**src/rtl/feu_pkg.sv**
```systemverilog
package feu_pkg;
    localparam int XW  = 32;
    localparam int RW  = 5;
    localparam int OPW = 6;
    localparam int TW  = 3;
    localparam int IMW = 16;

    typedef enum logic [4:0] {
        U_NONE, U_ADD, U_SUB, U_AND, U_OR, U_XOR, U_NOR, U_XNOR,
        U_ANDHI, U_ORHI, U_CEQ, U_CNE, U_CGT, U_CGE, U_CGTU, U_CGEU,
        U_SHL, U_SHRA, U_SHRL, U_MUL, U_DIV, U_REM, U_SXB, U_SXH
    } uop_e;

    typedef enum logic [TW-1:0] {
        TRAP_NONE = 3'd0,
        TRAP_ILL  = 3'd1,
        TRAP_DIVZ = 3'd2,
        TRAP_HALT = 3'd3
    } trap_e;

    typedef enum logic [1:0] {IMM_SIGN, IMM_ZERO, IMM_HIGH} immk_e;

    typedef struct packed {
        uop_e            uop;
        logic            is_rr;
        logic [RW-1:0]   dst;
        immk_e           immk;
        logic            halt;
    } dec_t;

    typedef struct packed {
        logic            valid;
        logic            wen;
        logic [RW-1:0]   idx;
        logic [XW-1:0]   data;
        trap_e           trap;
    } res_t;
endpackage

```
**src/rtl/feu_decode.sv**
```systemverilog
module feu_decode
    import feu_pkg::*;
(
    input  logic [XW-1:0] insn,
    output dec_t          dec
);
    localparam int OP_LSB = XW - OPW;

    logic [OPW-1:0] opc;
    assign opc = insn[XW-1:OP_LSB];

    always_comb begin
        dec.is_rr = insn[XW-1];
        dec.dst   = insn[XW-1] ? insn[15:11] : insn[20:16];
        dec.halt  = (opc == 6'd40) && (insn[25:11] == '0);
        case (opc)
            6'd0,  6'd32: dec.uop = U_SHRL;
            6'd1,  6'd33: dec.uop = U_NOR;
            6'd2,  6'd34: dec.uop = U_MUL;
            6'd5,  6'd37: dec.uop = U_SHRA;
            6'd6,  6'd38: dec.uop = U_XOR;
            6'd8,  6'd40: dec.uop = U_AND;
            6'd9,  6'd41: dec.uop = U_XNOR;
            6'd13, 6'd45: dec.uop = U_ADD;
            6'd14, 6'd46: dec.uop = U_OR;
            6'd15, 6'd47: dec.uop = U_SHL;
            6'd24:        dec.uop = U_ANDHI;
            6'd25, 6'd57: dec.uop = U_CEQ;
            6'd26, 6'd58: dec.uop = U_CGT;
            6'd27, 6'd59: dec.uop = U_CGE;
            6'd28, 6'd60: dec.uop = U_CGEU;
            6'd29, 6'd61: dec.uop = U_CGTU;
            6'd30:        dec.uop = U_ORHI;
            6'd31, 6'd63: dec.uop = U_CNE;
            6'd35:        dec.uop = U_DIV;
            6'd44:        dec.uop = U_SXB;
            6'd49:        dec.uop = U_REM;
            6'd50:        dec.uop = U_SUB;
            6'd55:        dec.uop = U_SXH;
            default:      dec.uop = U_NONE;
        endcase
        case (dec.uop)
            U_AND, U_OR, U_XOR, U_NOR, U_XNOR, U_CGEU, U_CGTU: dec.immk = IMM_ZERO;
            U_ANDHI, U_ORHI:                                   dec.immk = IMM_HIGH;
            default:                                           dec.immk = IMM_SIGN;
        endcase
    end
endmodule

```
**src/rtl/feu_alu.sv**
```systemverilog
module feu_alu
    import feu_pkg::*;
(
    input  uop_e          uop,
    input  logic [XW-1:0] a,
    input  logic [XW-1:0] b,
    output logic [XW-1:0] y
);
    logic flag;

    always_comb begin
        flag = 1'b0;
        case (uop)
            U_CEQ:  flag = (a == b);
            U_CNE:  flag = (a != b);
            U_CGT:  flag = ($signed(a) >  $signed(b));
            U_CGE:  flag = ($signed(a) >= $signed(b));
            U_CGTU: flag = (a >  b);
            U_CGEU: flag = (a >= b);
            default: flag = 1'b0;
        endcase
    end

    always_comb begin
        case (uop)
            U_ADD:            y = a + b;
            U_SUB:            y = a - b;
            U_AND, U_ANDHI:   y = a & b;
            U_OR,  U_ORHI:    y = a | b;
            U_XOR:            y = a ^ b;
            U_NOR:            y = ~(a | b);
            U_XNOR:           y = ~(a ^ b);
            U_CEQ, U_CNE, U_CGT, U_CGE, U_CGTU, U_CGEU:
                              y = {{(XW-1){1'b0}}, flag};
            U_SXB:            y = {{(XW-8){a[7]}}, a[7:0]};
            U_SXH:            y = {{(XW-16){a[15]}}, a[15:0]};
            default:          y = '0;
        endcase
    end
endmodule

```
**src/rtl/feu_shift.sv**
```systemverilog
module feu_shift
    import feu_pkg::*;
#(
    parameter bit HAS_BARREL = 1'b1
)(
    input  uop_e                   uop,
    input  logic [XW-1:0]          a,
    input  logic [$clog2(XW)-1:0]  amt,
    output logic [XW-1:0]          y,
    output logic                   ok
);
    generate
        if (HAS_BARREL) begin : g_barrel
            always_comb begin
                ok = 1'b1;
                case (uop)
                    U_SHL:   y = a << amt;
                    U_SHRA:  y = $unsigned($signed(a) >>> amt);
                    U_SHRL:  y = a >> amt;
                    default: y = '0;
                endcase
            end
        end else begin : g_single
            // only a one-place right shift is wired
            always_comb begin
                ok = (uop != U_SHL) && (amt == 1);
                case (uop)
                    U_SHRA:  y = {a[XW-1], a[XW-1:1]};
                    U_SHRL:  y = {1'b0, a[XW-1:1]};
                    default: y = '0;
                endcase
            end
        end
    endgenerate
endmodule

```
**src/rtl/feu_muldiv.sv**
```systemverilog
module feu_muldiv
    import feu_pkg::*;
#(
    parameter bit HAS_MUL = 1'b1,
    parameter bit HAS_DIV = 1'b1
)(
    input  uop_e          uop,
    input  logic [XW-1:0] a,
    input  logic [XW-1:0] b,
    output logic [XW-1:0] y,
    output logic          mul_ok,
    output logic          div_ok
);
    logic [XW-1:0] prod;
    logic [XW-1:0] quot;
    logic [XW-1:0] remd;

    generate
        if (HAS_MUL) begin : g_mul
            assign prod   = a * b;
            assign mul_ok = 1'b1;
        end else begin : g_nomul
            assign prod   = '0;
            assign mul_ok = 1'b0;
        end
        if (HAS_DIV) begin : g_div
            assign quot   = (b == '0) ? '0 : a / b;
            assign remd   = (b == '0) ? '0 : a % b;
            assign div_ok = 1'b1;
        end else begin : g_nodiv
            assign quot   = '0;
            assign remd   = '0;
            assign div_ok = 1'b0;
        end
    endgenerate

    always_comb begin
        case (uop)
            U_MUL:   y = prod;
            U_DIV:   y = quot;
            U_REM:   y = remd;
            default: y = '0;
        endcase
    end
endmodule

```
**src/rtl/feat_exec_unit.sv**
```systemverilog
module feat_exec_unit
    import feu_pkg::*;
#(
    parameter bit HAS_MUL   = 1'b1,
    parameter bit HAS_DIV   = 1'b1,
    parameter bit HAS_SHIFT = 1'b1,
    parameter bit HAS_SEXT  = 1'b1
)(
    input  logic          clk,
    input  logic          rst_n,
    input  logic          in_valid,
    input  logic [31:0]   insn,
    input  logic [31:0]   opnd_a,
    input  logic [31:0]   opnd_b,
    output logic          out_valid,
    output logic          wb_en,
    output logic [4:0]    wb_idx,
    output logic [31:0]   wb_data,
    output logic [2:0]    trap_code
);
    localparam int SAW = $clog2(XW);

    dec_t             dec;
    logic [XW-1:0]    bop;
    logic [SAW-1:0]   amt;
    logic [XW-1:0]    alu_y;
    logic [XW-1:0]    sh_y;
    logic [XW-1:0]    md_y;
    logic             sh_ok;
    logic             mul_ok;
    logic             div_ok;
    logic             is_sh;
    logic             is_md;
    logic             illegal;
    logic             divz;
    logic [XW-1:0]    res_y;
    trap_e            trap;
    res_t             st_d;
    res_t             st_q;

    feu_decode u_dec (.insn(insn), .dec(dec));

    // operand b: register value or extended immediate
    always_comb begin
        if (dec.is_rr) begin
            bop = opnd_b;
        end else begin
            case (dec.immk)
                IMM_ZERO: bop = {{(XW-IMW){1'b0}}, insn[IMW-1:0]};
                IMM_HIGH: bop = {insn[IMW-1:0], {(XW-IMW){1'b0}}};
                default:  bop = {{(XW-IMW){insn[IMW-1]}}, insn[IMW-1:0]};
            endcase
        end
        amt = dec.is_rr ? opnd_b[SAW-1:0] : insn[SAW-1:0];
    end

    feu_alu u_alu (.uop(dec.uop), .a(opnd_a), .b(bop), .y(alu_y));

    feu_shift #(.HAS_BARREL(HAS_SHIFT)) u_sh (
        .uop(dec.uop), .a(opnd_a), .amt(amt), .y(sh_y), .ok(sh_ok)
    );

    feu_muldiv #(.HAS_MUL(HAS_MUL), .HAS_DIV(HAS_DIV)) u_md (
        .uop(dec.uop), .a(opnd_a), .b(bop), .y(md_y),
        .mul_ok(mul_ok), .div_ok(div_ok)
    );

    always_comb begin
        is_sh = (dec.uop == U_SHL) || (dec.uop == U_SHRA) || (dec.uop == U_SHRL);
        is_md = (dec.uop == U_MUL) || (dec.uop == U_DIV) || (dec.uop == U_REM);

        illegal = (is_sh && !sh_ok)
               || ((dec.uop == U_MUL) && !mul_ok)
               || (((dec.uop == U_DIV) || (dec.uop == U_REM)) && !div_ok)
               || (((dec.uop == U_SXB) || (dec.uop == U_SXH)) && !HAS_SEXT);
        divz = ((dec.uop == U_DIV) || (dec.uop == U_REM)) && div_ok && (bop == '0);

        if (dec.halt)        trap = TRAP_HALT;
        else if (illegal)    trap = TRAP_ILL;
        else if (divz)       trap = TRAP_DIVZ;
        else                 trap = TRAP_NONE;

        if (is_sh)           res_y = sh_y;
        else if (is_md)      res_y = md_y;
        else                 res_y = alu_y;

        st_d.valid = in_valid;
        st_d.trap  = in_valid ? trap : TRAP_NONE;
        st_d.wen   = in_valid && (trap == TRAP_NONE) && (dec.uop != U_NONE)
                     && (dec.dst != '0);
        st_d.idx   = in_valid ? dec.dst : '0;
        st_d.data  = st_d.wen ? res_y : '0;
    end

    always_ff @(posedge clk) begin
        if (!rst_n) begin
            st_q <= '0;
        end else begin
            st_q <= st_d;
        end
    end

    assign out_valid = st_q.valid;
    assign wb_en     = st_q.wen;
    assign wb_idx    = st_q.idx;
    assign wb_data   = st_q.data;
    assign trap_code = st_q.trap;
endmodule

```
**config.mk**
```make
export PLATFORM = sky130hd
export DESIGN_NAME = feat_exec_unit
export DESIGN_NICKNAME = d
export VERILOG_FILES = /design/src/rtl/feu_pkg.sv /design/src/rtl/feu_decode.sv /design/src/rtl/feu_alu.sv /design/src/rtl/feu_shift.sv /design/src/rtl/feu_muldiv.sv /design/src/rtl/feat_exec_unit.sv
export SDC_FILE = /design/constraint.sdc
export NUM_CORES = 2
export LEC_CHECK = 0
export CORE_ASPECT_RATIO = 0.75
export CORE_MARGIN = 2
export CORE_UTILIZATION = 30
export DETAILED_ROUTE_END_ITERATION = 8
export SYNTH_ARGS = -nofsm -noshare
export SYNTH_HDL_FRONTEND = slang
export SYNTH_SLANG_ARGS = --single-unit
```
**constraint.sdc**
```tcl
create_clock -name clk -period 143.5 [get_ports clk]
set_input_delay 35.875 -clock clk [delete_from_list [all_inputs] [get_ports clk]]
set_output_delay 35.875 -clock clk [all_outputs]
set_load 0.05 [all_outputs]
```
* Word level (Yosys, flattened, before mapping) *
Memory sizes are Yosys's and may differ from the RTL's.
Index checks and enable logic that the tools add are counted.

operators by class
  add/subtract/negate cells = 2
  $mul = 1
  divide/modulo/power cells = 2
  magnitude comparators = 4
  eq/ne operators = 28
  shift operators = 3
  muxes and demuxes = 15
  bitwise logic cells = 5
  reduce and logical (&&, ||, !) cells = 20

operators with widths
  kind                  count
  $pmux W32 S10         1
  $pmux W32 S3          2
  $mux W32              5
  $ge A32 B32 Y1        2
  $gt A32 B32 Y1        2
  $not A32 Y32          2
  $pmux W32 S2          1
  $eq A5 B4 Y1 const B  8
  $eq A5 B5 Y1 const B  8
  $add A32 B32 Y32      1
  $and A32 B32 Y32      1
  $div A32 B32 Y32      1
  $eq A32 B32 Y1        1
  $logic_not A32 Y1     1
  $mod A32 B32 Y32      1
  $mul A32 B32 Y32      1
  $ne A32 B32 Y1        1
  $or A32 B32 Y32       1
  $shl A32 B5 Y32       1
  $shr A32 B5 Y32       1
  $sshr A32 B5 Y32      1
  $sub A32 B32 Y32      1
  $xor A32 B32 Y32      1
  $eq A5 B3 Y1 const B  4
  other kinds (16)      31

word-level totals
  register bits after elaboration = 42
  ROM bits = 352
  input bits = 99
  output and inout port bits = 42
  word-level logic and storage cells = 87
  memories = 2

memory list
  name              words  bits a word  rd ports  clocked after Yosys merged registers in  wr ports  line              text
  (name not given)  64     5            1         0                                        0         feu_decode.sv:16  case (opc)
  (name not given)  16     2            1         0                                        0         feu_decode.sv:42  case (dec.uop)

* Longest topological paths before layout *
An unclocked memory read counts as a cell.

  word-level depth = 15
  depth in mapped cells = 369
  mapped depth without buffers = 332

* Hierarchy *
A second synthesis with hierarchy kept.

unflattened totals
  cell total of the unflattened synthesis = 8253
  area total of the unflattened synthesis = 58727.6 um^2

by module, submodules not included
  module          instances  cells each  area an instance (um^2)  sequential area each (um^2)
  feu_muldiv      1          6377        45725.1                  0.0
  feu_alu         1          906         5874.4                   0.0
  feu_shift       1          548         3868.7                   0.0
  feat_exec_unit  1          336         2582.5                   820.8
  feu_decode      1          86          676.9                    0.0

* Worst setup path before layout *
Ideal clock, no wire load.

  path kind = input to register
  start point = in insn[28]
  end point = reg st_q (netlist bit wb_data[29])
  library setup time = 0.123 ns
  data arrival time = 112.218 ns
  data required time = 143.377 ns
  setup slack = 31.159 ns
  cell stages on the path = 340
  buffers on the path = 60
  path through = clkbuf_1 -> clkbuf_1 -> or2_2 -> o221ai_1 -> a21oi_1 -> o21ai_1 -> clkbuf_1 -> o21ai_0 -> o21ai_0 -> and2_1 -> ha_1 -> o21ba_2 -> a22o_1 -> clkbuf_1 -> inv_1 -> buf_1 -> ha_1 -> a41o_1 -> (+304 left out) -> clkbuf_1 -> clkbuf_1 -> a21oi_1 -> fa_1 -> a21o_1 -> a21o_1 -> a2111oi_0 -> o21ai_0 -> nand3_1 -> nand4_1 -> a31oi_1 -> a21oi_1 -> o21ai_0 -> clkbuf_1 -> clkbuf_1 -> nand2_1 -> a221oi_1 -> nor2_1

on the way
  longest elaborated chain between the ends = 15
  elaborated cells between the ends (all ways) = 67
  classes of those cells = 2 x add/sub; 1 x mul; 2 x div; 26 x eq/ne; 12 x mux; 5 x bitwise; 17 x reduce/logical; 2 x memory

RTL lines
  item                                                                       line                  text
  from (decl)                                                                feat_exec_unit.sv:12  input logic [31:0] insn,
  parallel branches: the longest is 15 deep, another holds $mod A32 B32 Y32  --
  to (signal assigned)                                                       feat_exec_unit.sv:99  st_q <= st_d;
  to (decl)                                                                  feat_exec_unit.sv:39  res_t st_q;

Parallel ways; which one is timed is not known.
A chain may end at the register's enable or synchronous reset.

* Worst setup path in the final report *
  start point = in insn[26]
  end point = reg st_q (netlist bit wb_data[22])

The elaborated chain is that of the path after synthesis.

==> run summary <==
Outcome - finished with violations
Violated checks - capacitance limit, slew limit
Worst-case hold slack - 36,200 ps
Initial drt markers - 9,802
Clock Power Share - 0.8%
Fin Setup TNS - 0 ps
Pin count of the biggest net entering global routing - 69
Setup CP Type - in -> reg
Crit-path max cell delay - 1000 ps
IO buf count - 139
Vias - 67,000
Initial Util - 30.1%
Pre-antenna DRT Iters - 7
Post-CTS resize count - 0
Worst min path class - in -> reg
Die width - 509 µm
Fin crit period - 134,860 ps
Psw - 1.22 mW
Startpoint types - input port
Design area - 62,700 µm²
Seq/Total Area, Yosys - 1.43%
Post-synth top area cell - ha_1
Slew HR - -3.71%
Top cells by count, synth - 1,076 x nand2_1, 801 x nor2_1, 762 x ha_1
Antenna violations before repair - 23
Combinational share of power - 98.5%
Most frequent cell on the critical path - ha_1
Hold Fails Final Rpt - 0
Nets@finish - 9,439
CP startpoint - insn[26]
Post-synth EDFFs - 0
Post-CTS Setup Inserts - 0
Synthesized area - 57,500 µm²
Final core utilization - 32.8%
Overflow after GRT - 0
Die area - 195,000 µm²
Synth cell types - 108
Ys async rst share - 0%
Peak VDD IR - 0.133 mV
Wirelength, routed - 323 mm
I/O Pins - 141
Slowest CP cell - o41ai_2
Final Max Tran Viols - 6
Max Fanout on Critical Path - 39
Placement Cell Area - 62,500 µm²
Worst-Margin Slew - 1520 ps
Main synth FF type - dfxtp_1
Cell count after synthesis - 8,179
Total Power - 1.95 mW
TritonCTS clock tree - yes
WL per Instance - 30.1 µm
CORE AREA - 191,000 µm²
Reg power frac - 0.7%
Placer Congestion - 1.07
Num CTS Buffers - 5
Buffer depth of the longest clock path - 2
Pleak - 28.3 nW
Flip-flop and latch count after synthesis - 41
Synth Warn # - 0
Sw Share - 62.6%
# H-tree levels - 2
WP data arrival - 135,100 ps
DP Wirelength - 254 mm
Post-CTS Hold Buffers - 0
CP Capture Type - flip-flop
Vias in the first global route - 62,400
Layout cells sized above 1 - 6.13%
Residual DRC - 0
Share of the synthesized area in the top cell type - 16.6%
Most common cell in the netlist - nand2_1
Hold wc startpoint - insn[19]
All-layer global routing usage - 31.8%
Pwr dens - 31.1 nW/µm²
RSZ-0062 raised after global routing - no
Internal power - 729 µW
F_max - 7.42 MHz
Syn avg cell area - 7.03 µm²
Clock root buffer - clkbuf_16
Critical Path RT - 143,750 ps
Final ANT Viol Nets - 0
Clock sink count - 41
Std-Cell Rows - 139
Max cap viols - 2
Reg clk slew, reported paths - 90 ps
Area Growth Syn to Fin - 9.02%
Largest cells by area after synthesis - ha_1 17%, fa_1 14%, nand2_1 7.0%
Vias per std cell - 6.26
Post-synthesis net count - 9,451
Die height - 383 µm
Final setup vio count - 0
First-pass GRT wire length - 456 mm
Final worst path period share - 94.0%
## power by group through the flow
stage          clock network [mW]  registers, mW  logic (mW)
3_3_place_gp                    0         0.0139        1.81
2_1_floorplan                   0         0.0180        1.22
6_report                   0.0153         0.0136        1.92
5_1_grt                    0.0157         0.0137        2.03
3_5_place_dp                    0         0.0138        1.82
4_1_cts                    0.0153         0.0136        1.84
## sequential cells by signal, indices dropped and copies added (netlist names)
| register | cells |
|---|---|
| wb_idx | 5 |
| out_valid | 1 |
| wb_en | 1 |
| wb_data | 32 |
| trap_code | 2 |
## critical path: cells and delay by family
family	cells	cell delay, ps
AND/OR/NAND/NOR	88	29780
buffers and inverters	25	6600
multiplexers	5	1800
AO/OA/AOI/OAI	146	49190
adder cells (fa/ha/maj)	33	11340
## area by class of cell
cell class                      instances  area (µm²)
Tap cell                             2538        3180
Sequential cell                        41         821
Antenna cell                            7        17.5
Clock buffer                            5         125
Fill cell                           20700      128000
Multi-Input combinational cell       7016       52600
Clock inverter                          3        46.3
Timing Repair Buffer                  367        3090
Inverter                              736        2760
## logic make-up (layout without fill, tap and decap cells)
| logic type | after synthesis | count (layout) | share of synthesized area [%] |
|---|---|---|---|
| compound gates | 2441 | 2441 | 28.2 |
| buf+inv | 1122 | 1111 | 7.43 |
| other cells | 1 | 8 | 0.00652 |
| simple gates | 2784 | 2784 | 21.9 |
| flops | 41 | 41 | 1.43 |
| xor+xnor | 449 | 449 | 6.84 |
| fa+ha+maj | 1173 | 1173 | 30.9 |
| mux | 168 | 168 | 3.27 |
## final timing paths
check                                    end  depth (start not counted)
worst max-delay path  wb_data[22]$_SDFF_PN0_                        297
worst min-delay path    wb_idx[3]$_SDFF_PN0_                          3
## metrics by stage
step | worst slack (ps) | std cells
final | 8640 | 10700
after global routing | 3710 | 10700
after CTS | 11980 | 10700
after detailed placement | 11900 | 10700
after global placement | 11380 | 10700
after floorplan | 31160 | 8179
## cell usage in the layout, fill, tap and decap left out, types with 44 or more instances in the layout
| cell type | synthesis | routed |
|---|---|---|
| or2_2 | 52 | 52 |
| a21o_1 | 198 | 198 |
| xor2_1 | 166 | 166 |
| a211oi_1 | 73 | 73 |
| o21ai_0 | 493 | 486 |
| clkdlybuf4s50_1 | 0 | 135 |
| nand2_1 | 1076 | 1075 |
| xnor2_1 | 283 | 283 |
| a21oi_1 | 593 | 592 |
| nor2b_1 | 44 | 44 |
| nand2b_1 | 78 | 77 |
| a221oi_1 | 56 | 56 |
| o21bai_1 | 65 | 65 |
| buf_4 | 3 | 227 |
| mux2_2 | 49 | 49 |
| mux2i_1 | 108 | 104 |
| nand3_1 | 148 | 147 |
| ha_1 | 762 | 762 |
| or3_1 | 65 | 65 |
| o22ai_1 | 47 | 47 |
| nor3_1 | 194 | 191 |
| inv_1 | 717 | 706 |
| o31ai_1 | 52 | 52 |
| fa_1 | 411 | 411 |
| o211ai_1 | 118 | 118 |
| a31oi_1 | 92 | 90 |
| nand4_1 | 69 | 69 |
| and3_1 | 58 | 58 |
| nor2_1 | 801 | 794 |
| o21a_1 | 146 | 146 |
## routing by layer
layer,routed length (µm),track usage [%]
met1,137000,44.6
met3,48000,12.0
met4,15400,12.4
met2,122000,43.0
met5,402,0.198
Note: power is estimated with default switching activity, not from simulation.
